`src/rtl/evt_timer_pkg.sv`:
```
package evt_timer_pkg;
   localparam int unsigned REG_W     = 32;
   // register offsets (bytes)
   localparam int unsigned OFS_CAPS   = 'h000;
   localparam int unsigned OFS_TICK   = 'h004;
   localparam int unsigned OFS_GCFG   = 'h010;
   localparam int unsigned OFS_CNT_LO = 'h0F0;
   localparam int unsigned OFS_CNT_HI = 'h0F4;
   localparam int unsigned CH_BASE    = 'h100;
   localparam int unsigned CH_STRIDE  = 'h020;
   localparam int unsigned CH_CFG     = 'h000;
   localparam int unsigned CH_CMP_LO  = 'h008;
   localparam int unsigned CH_CMP_HI  = 'h00C;
   // bit positions
   localparam int unsigned GCFG_RUN   = 0;
   localparam int unsigned GCFG_LEG   = 1;
   localparam int unsigned CCFG_INT   = 0;
   localparam int unsigned CCFG_PER   = 1;
   localparam int unsigned CCFG_LOAD  = 2;
   localparam int unsigned CCFG_M32   = 3;
   localparam int unsigned CAPS_NUM_LSB = 8;
   localparam int unsigned CAPS_LEG_BIT = 15;

   typedef enum logic [1:0] {
      LD_IDLE  = 2'd0,
      LD_MATCH = 2'd1,
      LD_STEP  = 2'd2
   } load_state_e;
endpackage

```
`src/rtl/evt_timer_counter.sv`:
```
module evt_timer_counter
   import evt_timer_pkg::*;
#(
   parameter int unsigned CNT_W = 64
) (
   input  logic             clk,
   input  logic             rst,
   input  logic             run,
   input  logic             wr_lo,
   input  logic             wr_hi,
   input  logic [REG_W-1:0] wdata,
   output logic [CNT_W-1:0] count
);
   localparam int unsigned HALF = CNT_W / 2;

   generate
      if (HALF != REG_W) begin : g_bad_width
         $error("evt_timer_counter: CNT_W must be twice the bus width");
      end
   endgenerate

   always_ff @(posedge clk) begin
      if (rst) begin
         count <= '0;
      end else if (wr_lo) begin
         count[HALF-1:0] <= wdata;
      end else if (wr_hi) begin
         count[CNT_W-1:HALF] <= wdata;
      end else if (run) begin
         count <= count + 1'b1;
      end
   end

   // stopped counter holds its value
   assert_count_hold_R2: assert property (@(posedge clk) disable iff (rst)
      (!run && !wr_lo && !wr_hi) |=> $stable(count));

   // running counter steps by one
   assert_count_step_R3: assert property (@(posedge clk) disable iff (rst)
      (run && !wr_lo && !wr_hi) |=> (count == $past(count) + 1'b1));
endmodule

```
`src/rtl/evt_timer_channel.sv`:
```
module evt_timer_channel
   import evt_timer_pkg::*;
#(
   parameter int unsigned CNT_W = 64
) (
   input  logic             clk,
   input  logic             rst,
   input  logic             glb_run,
   input  logic [CNT_W-1:0] count,
   input  logic             cfg_we,
   input  logic             cmp_lo_we,
   input  logic             cmp_hi_we,
   input  logic [REG_W-1:0] wdata,
   output logic [REG_W-1:0] cfg_rd,
   output logic [CNT_W-1:0] match_val,
   output logic             fire
);
   localparam int unsigned HALF = CNT_W / 2;

   logic             int_en, periodic, mode32, armed;
   load_state_e      ld_q;
   logic [CNT_W-1:0] cmp_q, step_q, advanced;
   logic             hit, any_cmp_we;

   assign any_cmp_we = cmp_lo_we | cmp_hi_we;
   assign match_val  = cmp_q;

   always_comb begin
      if (mode32) begin
         hit      = glb_run && (count[HALF-1:0] == cmp_q[HALF-1:0]);
         advanced = {cmp_q[CNT_W-1:HALF], cmp_q[HALF-1:0] + step_q[HALF-1:0]};
      end else begin
         hit      = glb_run && (count == cmp_q);
         advanced = cmp_q + step_q;
      end
   end

   always_comb begin
      cfg_rd           = '0;
      cfg_rd[CCFG_INT] = int_en;
      cfg_rd[CCFG_PER] = periodic;
      cfg_rd[CCFG_M32] = mode32;
   end

   always_ff @(posedge clk) begin
      if (rst) begin
         int_en   <= 1'b0;
         periodic <= 1'b0;
         mode32   <= 1'b0;
         armed    <= 1'b0;
         ld_q     <= LD_IDLE;
         cmp_q    <= '0;
         step_q   <= '0;
         fire     <= 1'b0;
      end else begin
         fire <= hit && int_en && (periodic || armed);
         if (cfg_we) begin
            int_en   <= wdata[CCFG_INT];
            periodic <= wdata[CCFG_PER];
            mode32   <= wdata[CCFG_M32];
            if (wdata[CCFG_LOAD]) ld_q <= LD_MATCH;
         end
         if (cmp_lo_we) begin
            armed <= 1'b1;
            case (ld_q)
               LD_MATCH: begin
                  cmp_q[HALF-1:0] <= wdata;
                  ld_q            <= LD_STEP;
               end
               LD_STEP: begin
                  step_q[HALF-1:0] <= wdata;
                  ld_q             <= LD_IDLE;
               end
               default: cmp_q[HALF-1:0] <= wdata;
            endcase
         end else if (cmp_hi_we) begin
            armed <= 1'b1;
            if (ld_q == LD_STEP) step_q[CNT_W-1:HALF] <= wdata;
            else                 cmp_q[CNT_W-1:HALF]  <= wdata;
         end else if (hit) begin
            if (periodic) cmp_q <= advanced;
            else          armed <= 1'b0;
         end
      end
   end

   // nothing fires out of a stopped cycle
   assert_stopped_silent_R2: assert property (@(posedge clk) disable iff (rst)
      !glb_run |=> !fire);

   // a periodic 64-bit match moves forward by the step
   assert_periodic_advance_R6: assert property (@(posedge clk) disable iff (rst)
      (hit && periodic && !mode32 && !any_cmp_we)
      |=> (match_val == $past(match_val) + $past(step_q)));

   // 32-bit advance wraps in the low word, high word kept
   assert_wrap32_R8: assert property (@(posedge clk) disable iff (rst)
      (hit && periodic && mode32 && !any_cmp_we)
      |=> ((match_val[HALF-1:0] == $past(match_val[HALF-1:0]) + $past(step_q[HALF-1:0]))
           && $stable(match_val[CNT_W-1:HALF])));

   // a one-shot pulse is not followed by a second one without a re-arm
   assert_oneshot_single_R7: assert property (@(posedge clk) disable iff (rst)
      (fire && !periodic && !$past(any_cmp_we) && !$past(cfg_we)) |=> !fire);
endmodule

```
`src/rtl/evt_timer.sv`:
```
module evt_timer
   import evt_timer_pkg::*;
#(
   parameter int unsigned NUM_CH     = 2,
   parameter int unsigned CNT_W      = 64,
   parameter int unsigned ADDR_W     = 12,
   parameter int unsigned TICK_FS    = 4000000,
   parameter bit          LEGACY_CAP = 1'b1
) (
   input  logic              clk,
   input  logic              rst,
   input  logic              bus_wr,
   input  logic              bus_rd,
   input  logic [ADDR_W-1:0] bus_addr,
   input  logic [REG_W-1:0]  bus_wdata,
   output logic [REG_W-1:0]  bus_rdata,
   output logic [NUM_CH-1:0] irq,
   output logic [1:0]        legacy_irq
);
   localparam int unsigned HALF = CNT_W / 2;
   localparam logic [REG_W-1:0] CAPS_VAL =
      (REG_W'(NUM_CH - 1) << CAPS_NUM_LSB) | (REG_W'(LEGACY_CAP) << CAPS_LEG_BIT);

   generate
      if (NUM_CH < 2 || NUM_CH > 8) begin : g_bad_ch
         $error("evt_timer: NUM_CH must be between 2 and 8");
      end
      if ((CH_BASE + NUM_CH * CH_STRIDE) > (1 << ADDR_W)) begin : g_bad_addr
         $error("evt_timer: ADDR_W too small for the channel map");
      end
   endgenerate

   logic             run_q, leg_q;
   logic [CNT_W-1:0] count;
   logic [NUM_CH-1:0] cfg_we, lo_we, hi_we, fire;
   logic [REG_W-1:0] ch_cfg [NUM_CH];
   logic [CNT_W-1:0] ch_cmp [NUM_CH];
   logic [REG_W-1:0] rd_mux;

   // global configuration
   always_ff @(posedge clk) begin
      if (rst) begin
         run_q <= 1'b0;
         leg_q <= 1'b0;
      end else if (bus_wr && bus_addr == ADDR_W'(OFS_GCFG)) begin
         run_q <= bus_wdata[GCFG_RUN];
         leg_q <= bus_wdata[GCFG_LEG] & LEGACY_CAP;
      end
   end

   evt_timer_counter #(.CNT_W(CNT_W)) u_counter (
      .clk   (clk),
      .rst   (rst),
      .run   (run_q),
      .wr_lo (bus_wr && bus_addr == ADDR_W'(OFS_CNT_LO)),
      .wr_hi (bus_wr && bus_addr == ADDR_W'(OFS_CNT_HI)),
      .wdata (bus_wdata),
      .count (count)
   );

   generate
      for (genvar i = 0; i < NUM_CH; i++) begin : g_ch
         localparam int unsigned BASE = CH_BASE + i * CH_STRIDE;
         assign cfg_we[i] = bus_wr && (bus_addr == ADDR_W'(BASE + CH_CFG));
         assign lo_we[i]  = bus_wr && (bus_addr == ADDR_W'(BASE + CH_CMP_LO));
         assign hi_we[i]  = bus_wr && (bus_addr == ADDR_W'(BASE + CH_CMP_HI));

         evt_timer_channel #(.CNT_W(CNT_W)) u_channel (
            .clk       (clk),
            .rst       (rst),
            .glb_run   (run_q),
            .count     (count),
            .cfg_we    (cfg_we[i]),
            .cmp_lo_we (lo_we[i]),
            .cmp_hi_we (hi_we[i]),
            .wdata     (bus_wdata),
            .cfg_rd    (ch_cfg[i]),
            .match_val (ch_cmp[i]),
            .fire      (fire[i])
         );

         if (i < 2) begin : g_routed
            assign irq[i]        = fire[i] & ~leg_q;
            assign legacy_irq[i] = fire[i] &  leg_q;
         end else begin : g_plain
            assign irq[i] = fire[i];
         end
      end
   endgenerate

   // read path
   always_comb begin
      rd_mux = '0;
      if (bus_addr == ADDR_W'(OFS_CAPS))   rd_mux = CAPS_VAL;
      if (bus_addr == ADDR_W'(OFS_TICK))   rd_mux = REG_W'(TICK_FS);
      if (bus_addr == ADDR_W'(OFS_GCFG))   rd_mux = REG_W'({leg_q, run_q});
      if (bus_addr == ADDR_W'(OFS_CNT_LO)) rd_mux = count[HALF-1:0];
      if (bus_addr == ADDR_W'(OFS_CNT_HI)) rd_mux = count[CNT_W-1:HALF];
      for (int i = 0; i < NUM_CH; i++) begin
         if (bus_addr == ADDR_W'(CH_BASE + i * CH_STRIDE + CH_CFG))    rd_mux = ch_cfg[i];
         if (bus_addr == ADDR_W'(CH_BASE + i * CH_STRIDE + CH_CMP_LO)) rd_mux = ch_cmp[i][HALF-1:0];
         if (bus_addr == ADDR_W'(CH_BASE + i * CH_STRIDE + CH_CMP_HI)) rd_mux = ch_cmp[i][CNT_W-1:HALF];
      end
   end

   always_ff @(posedge clk) begin
      if (rst)         bus_rdata <= '0;
      else if (bus_rd) bus_rdata <= rd_mux;
   end

   // routed channels keep their normal lines low
   assert_legacy_route_R9: assert property (@(posedge clk) disable iff (rst)
      (leg_q && fire[0]) |-> (legacy_irq[0] && !irq[0]));

   // without routing the legacy lines stay quiet
   assert_legacy_quiet_R9: assert property (@(posedge clk) disable iff (rst)
      !leg_q |-> (legacy_irq == 2'b00));
endmodule

```
`config.mk`:
```
export PLATFORM = sky130hd
export DESIGN_NAME = evt_timer
export DESIGN_NICKNAME = d
export VERILOG_FILES = /design/src/rtl/evt_timer_pkg.sv /design/src/rtl/evt_timer_counter.sv /design/src/rtl/evt_timer_channel.sv /design/src/rtl/evt_timer.sv
export SDC_FILE = /design/constraint.sdc
export NUM_CORES = 1
export LEC_CHECK = 0
export ABC_AREA = 0
export BUFFER_PORTS_ARGS = -buffer_cell sky130_fd_sc_hd__buf_2
export CAP_MARGIN = 20
export CORE_MARGIN = 2
export CORE_UTILIZATION = 55
export CTS_CLUSTER_SIZE = 8
export DETAILED_ROUTE_END_ITERATION = 10
export GPL_TIMING_DRIVEN = 0
export HOLD_SLACK_MARGIN = 0.05
export MAX_ROUTING_LAYER = met4
export PLACE_DENSITY = 0.79
export RECOVER_POWER = 25
export SYNTH_ARGS = -nofsm -noshare
export SYNTH_HDL_FRONTEND = slang
export SYNTH_HIERARCHICAL = 1
export SYNTH_SLANG_ARGS = --single-unit
export TNS_END_PERCENT = 30
```
`constraint.sdc`:
```
create_clock -name clk -period 6.35 [get_ports clk]
set_input_delay 0.9525 -clock clk [delete_from_list [all_inputs] [get_ports clk]]
set_output_delay 0.9525 -clock clk [all_outputs]
set_load 0.05 [all_outputs]
```
==> results.md <==
- The cts-stage hold buffer count is 0.
- The total die area is ~54,000 um^2.
- The clock slew at the register clock pins of the worst setup and hold paths is 50 ps.
- The count of buffers added on input and output ports is 81.
- The worst-path cell with the longest stage delay is sky130_fd_sc_hd__nor4_1.
- For this configuration, the core starts out at a cell density of 0.559.
- The required time reported for the critical path endpoint is approximately 7000 ps.
- The clock passes through at most 3 buffers.
- The leakage component of the power is roughly 0.012 uW.
- The primary flip-flop cell chosen by synthesis mapping is sky130_fd_sc_hd__dfxtp_1.
- The via count of the first global-routing pass is ~30k.
- The post-synthesis instance area is 28,800 um^2.
- The count of warnings emitted by yosys is 6.
- Setup repair after global routing left no endpoint under its margin.
- The highest clock frequency the design can meet is ~190 MHz.
- The root cell of the clock tree is sky130_fd_sc_hd__clkbuf_16.
- The largest net degree at the start of global routing is 15.
- In the final layout, the multi-input gates occupy between 15,000 and 20,000 um^2.
- A synthesized cell averages roughly 7.3 um^2.
- In this run the most critical hold path is launched from g_ch[1].u_channel/step_q[38].
- Summing all flip-flop and latch instances after layout gives between 7000 and 8000 um^2.
- The path with the worst hold slack has its endpoint at g_ch[1].u_channel/step_q[38].
- Summed over all layers, the routed wires come to around 140 mm.
- The netlist uses 113 different library cells.
- The wire length per cell is about 30 um.
- The detailed-route DRC error count is 0.
- The number of antenna violations at the first check in global routing came to 9.
- The clock latency reported for the late side of the worst-skew pair is 640 ps.
- Summed over all nets, the half-perimeter wirelength after detailed placement is about 110 mm.
- The total I/O pin count is 84.
- The placement row count is 83.
- The worst-margin pin slew is approximately 2000 ps.
- From left edge to right edge, the die measures ~230 um.
- The critical path goes through clkbuf_1, or4b_1, buf_2, nor4_1, buf_4, and2_1, clkbuf_1, buf_1, clkbuf_1, a211oi_1, nor3_1.
- The setup slack of the critical path after layout is ~1000 ps.
- Counting flops with a built-in enable in the synthesized netlist gives 0.
- Counting every instance in the synthesized netlist gives 3,916.
- The worst setup path is launched from a primary input.
- The first detailed-routing pass took 7 iterations.
- The largest vdd supply drop is between 0.00015 and 0.0002 V.
- The flip-flop and latch count after synthesis is 368.
- The worst relative slew slack is -0.329.
- Detailed routing inserted a total of about 33k vias.
- For this design the ratio of total power to cell area is 167 nW/um^2.
- The starting DRC count in detailed routing is 5,068.
- The library cell used most frequently in the layout, excluding fill and tap cells, is sky130_fd_sc_hd__nand2_1.
- The final clock skew is 49.8 ps.
- Counting flops with an async set or reset pin after synthesis yields a share of 0.
- The final reports fail on max-capacitance violations, max-slew violations.
- The region available for standard cell placement spans between 50,000 and 60,000 um^2.
- Across the run, the number of max-cap violations was 3.
- The worst hold path passes through 2 cells.
- The layout overhead on the synthesized area is 9.66%.
- The total power of the final layout is 5270 uW.
- After filler insertion, the fill cell instance count of the layout stands at 4,891.
- The count of final hold-check violations is 0.
- CTS built an H-tree with a depth of 2.
- Of the cells placed in the final design, the portion with a size suffix greater than 1 is 0.0722.
- The critical path's largest stage delay is approximately 1600 ps.
- The startpoint identified for the worst register-to-register timing path is u_counter/count[44].
- In the layout the commonest cells are sky130_fd_sc_hd__nand2_1, sky130_fd_sc_hd__a21oi_1, sky130_fd_sc_hd__nor2_1.
- TritonCTS built the clock tree.
- The number of buffers created by CTS is 52.
- The worst slack at placement is 1040 ps.
- The global placement routability congestion is between 1 and 1.5.
- The worst hold path class is reg -> reg.
- The worst register-to-register path ends at g_ch[1].u_channel/match_val[20].
- The post-CTS setup buffer count is 0.
- The first global-routing pass estimated just over 200 mm of wire.
- The final count of pins violating max slew is 23.
- Measured in cells, the most critical reg-to-reg path has a length of 10.
- The total of endpoints with negative setup slack in the final report is 0.
- The routed via count divided by cell count is a little under 7.
- The final layout contains ~4.3k nets.
- The share of the clock period used by the worst path after layout is 0.843.
- For this run, the register share of the synthesized area comes to 0.256.
- The count of cells resized by post-cts repair is 0.
- The endpoint arrival time on the critical path is between 5000 and 6000 ps.
- The type of destination of the critical path is a register.
- In this run the remaining antenna-violating nets after routing total 0.
- The total congestion overflow after global routing is 0.
- The finished cells cover ~32,000 um^2.
- In this run the worst path has a maximum fanout of 10.
- The dominant cell type by count on the critical path is sky130_fd_sc_hd__clkbuf_1.
- The setup total negative slack is 0 ps.
- The setup slack on the worst flop-to-flop path is roughly 1600 ps.
- The run finished, with violations left.
- The final period demand of the worst path is between 5000 and 6000 ps.
- CTS saw about 370 sinks.
- Measured along the y axis, the die boundary spans ~230 um.
- The type of the worst setup path is in -> reg.
- In the global route stage, overall resource usage came out at 0.530.
- After detailed placement, the total cell area comes to about 30,000 um^2.
- The final cell utilization of the core is 0.613.
-- how the worst max path moves through the flow --
stage            startpoint                         endpoint  slack, ps  depth (start not counted)
2_1_floorplan   bus_addr[1]  g_ch[0].u_channel/match_val[58]       2390                         14
3_3_place_gp   bus_addr[11]              u_counter/count[60]        740                         13
3_5_place_dp    bus_addr[2]              u_counter/count[60]       1040                         12
4_1_cts         bus_addr[2]              u_counter/count[60]       1660                         12
5_1_grt        bus_addr[11]   g_ch[0].u_channel/match_val[3]        840                         11
6_report       bus_addr[11]   g_ch[0].u_channel/match_val[4]        990                         11
-- power by group --
group / leakage (uW) / switching, uW / internal [uW]
Clock: 0.000669 / 1110 / 1440
Combinational: 0.00805 / 292 / 85.5
Sequential: 0.00296 / 21.3 / 2320
-- kinds of logic (layout without fill, tap and decap cells) --
logic type	Yosys count	after routing	synth area share
flops	368	368	0.256
simple gates	1501	1501	0.250
other cells	2	70	0.000261
fa+ha+maj	133	133	0.0583
xor+xnor	254	254	0.0773
buf+inv	412	555	0.0650
compound gates	1185	1185	0.271
mux	61	61	0.0223
-- through the flow --
| step | hold slack (ps) | std cells |
|---|---|---|
| after CTS | 459 | 4794 |
| after detailed placement | 452 | 4736 |
| after global placement | 446 | 4733 |
| after global routing | 471 | 4801 |
| final | 458 | 4807 |
| after floorplan | 440 | 3972 |
-- critical path, delay by kind of cell --
kind	cells	cell delay (ps)
and+or+nand+nor	4	2530
AOI/OAI and AO/OA	1	160
buffers and inverters	6	2210
-- sequential cells by signal, indices dropped and copies added (netlist names) --
register and count:
g_ch.u_channel/ld_q 4, u_counter/count 64, g_ch.u_channel/periodic 2, g_ch.u_channel/mode32 2, leg_q 1, g_ch.u_channel/int_en 2
g_ch.u_channel/armed 2, run_q 1, bus_rdata 32, g_ch.u_channel/fire 2, g_ch.u_channel/match_val 128, g_ch.u_channel/step_q 128
-- layout make-up --
type                    instances  area share
multi-input cells            3192       0.624
flip-flops and latches        368       0.233
plain buffers                 338      0.0502
clock buffers                  54      0.0415
well taps                     680      0.0270
repair buffers                 85      0.0120
inverters                      74     0.00880
clock inverters                 4     0.00178
diodes                         12    0.000952
-- synth_stat cells (19+ instances only) --
master | number | area (um^2)
sky130_fd_sc_hd__buf_4 | 71 | 533
sky130_fd_sc_hd__a31oi_1 | 68 | 425
sky130_fd_sc_hd__nor4_1 | 60 | 375
sky130_fd_sc_hd__or3_1 | 28 | 175
sky130_fd_sc_hd__a22oi_1 | 46 | 345
sky130_fd_sc_hd__o22ai_1 | 27 | 169
sky130_fd_sc_hd__nand4_1 | 125 | 782
sky130_fd_sc_hd__a221oi_1 | 19 | 166
sky130_fd_sc_hd__a21o_1 | 59 | 443
sky130_fd_sc_hd__mux2i_1 | 38 | 380
sky130_fd_sc_hd__nor3_1 | 80 | 400
sky130_fd_sc_hd__inv_1 | 73 | 274
sky130_fd_sc_hd__o211ai_1 | 33 | 248
sky130_fd_sc_hd__clkbuf_1 | 212 | 796
sky130_fd_sc_hd__and2_1 | 23 | 144
sky130_fd_sc_hd__a21oi_1 | 416 | 2080
sky130_fd_sc_hd__nand2_1 | 532 | 2000
sky130_fd_sc_hd__o21ai_0 | 142 | 711
sky130_fd_sc_hd__mux2_2 | 22 | 248
sky130_fd_sc_hd__or4_1 | 20 | 150
sky130_fd_sc_hd__a311oi_1 | 20 | 175
sky130_fd_sc_hd__xor2_1 | 101 | 885
sky130_fd_sc_hd__nor2_1 | 369 | 1390
sky130_fd_sc_hd__a211oi_1 | 117 | 878
sky130_fd_sc_hd__o221ai_1 | 19 | 166
sky130_fd_sc_hd__and3_1 | 30 | 188
sky130_fd_sc_hd__o21bai_1 | 41 | 308
sky130_fd_sc_hd__xnor2_1 | 153 | 1340
sky130_fd_sc_hd__dfxtp_1 | 368 | 7370
sky130_fd_sc_hd__buf_2 | 43 | 215
sky130_fd_sc_hd__nand2b_1 | 31 | 194
sky130_fd_sc_hd__nand3_1 | 81 | 405
sky130_fd_sc_hd__nor2b_1 | 44 | 275
sky130_fd_sc_hd__ha_1 | 131 | 1640
-- layer usage --
metal | part of all wire | track usage | up-vias
li1 | - | - | 14585
met1 | 0.35 | 0.593 | 15388
met2 | 0.41 | 0.769 | 2641
met3 | 0.14 | 0.173 | 847
met4 | 0.10 | 0.431 | 0
met5 | 0 | - | -
(Power assumes the default switching activity.)
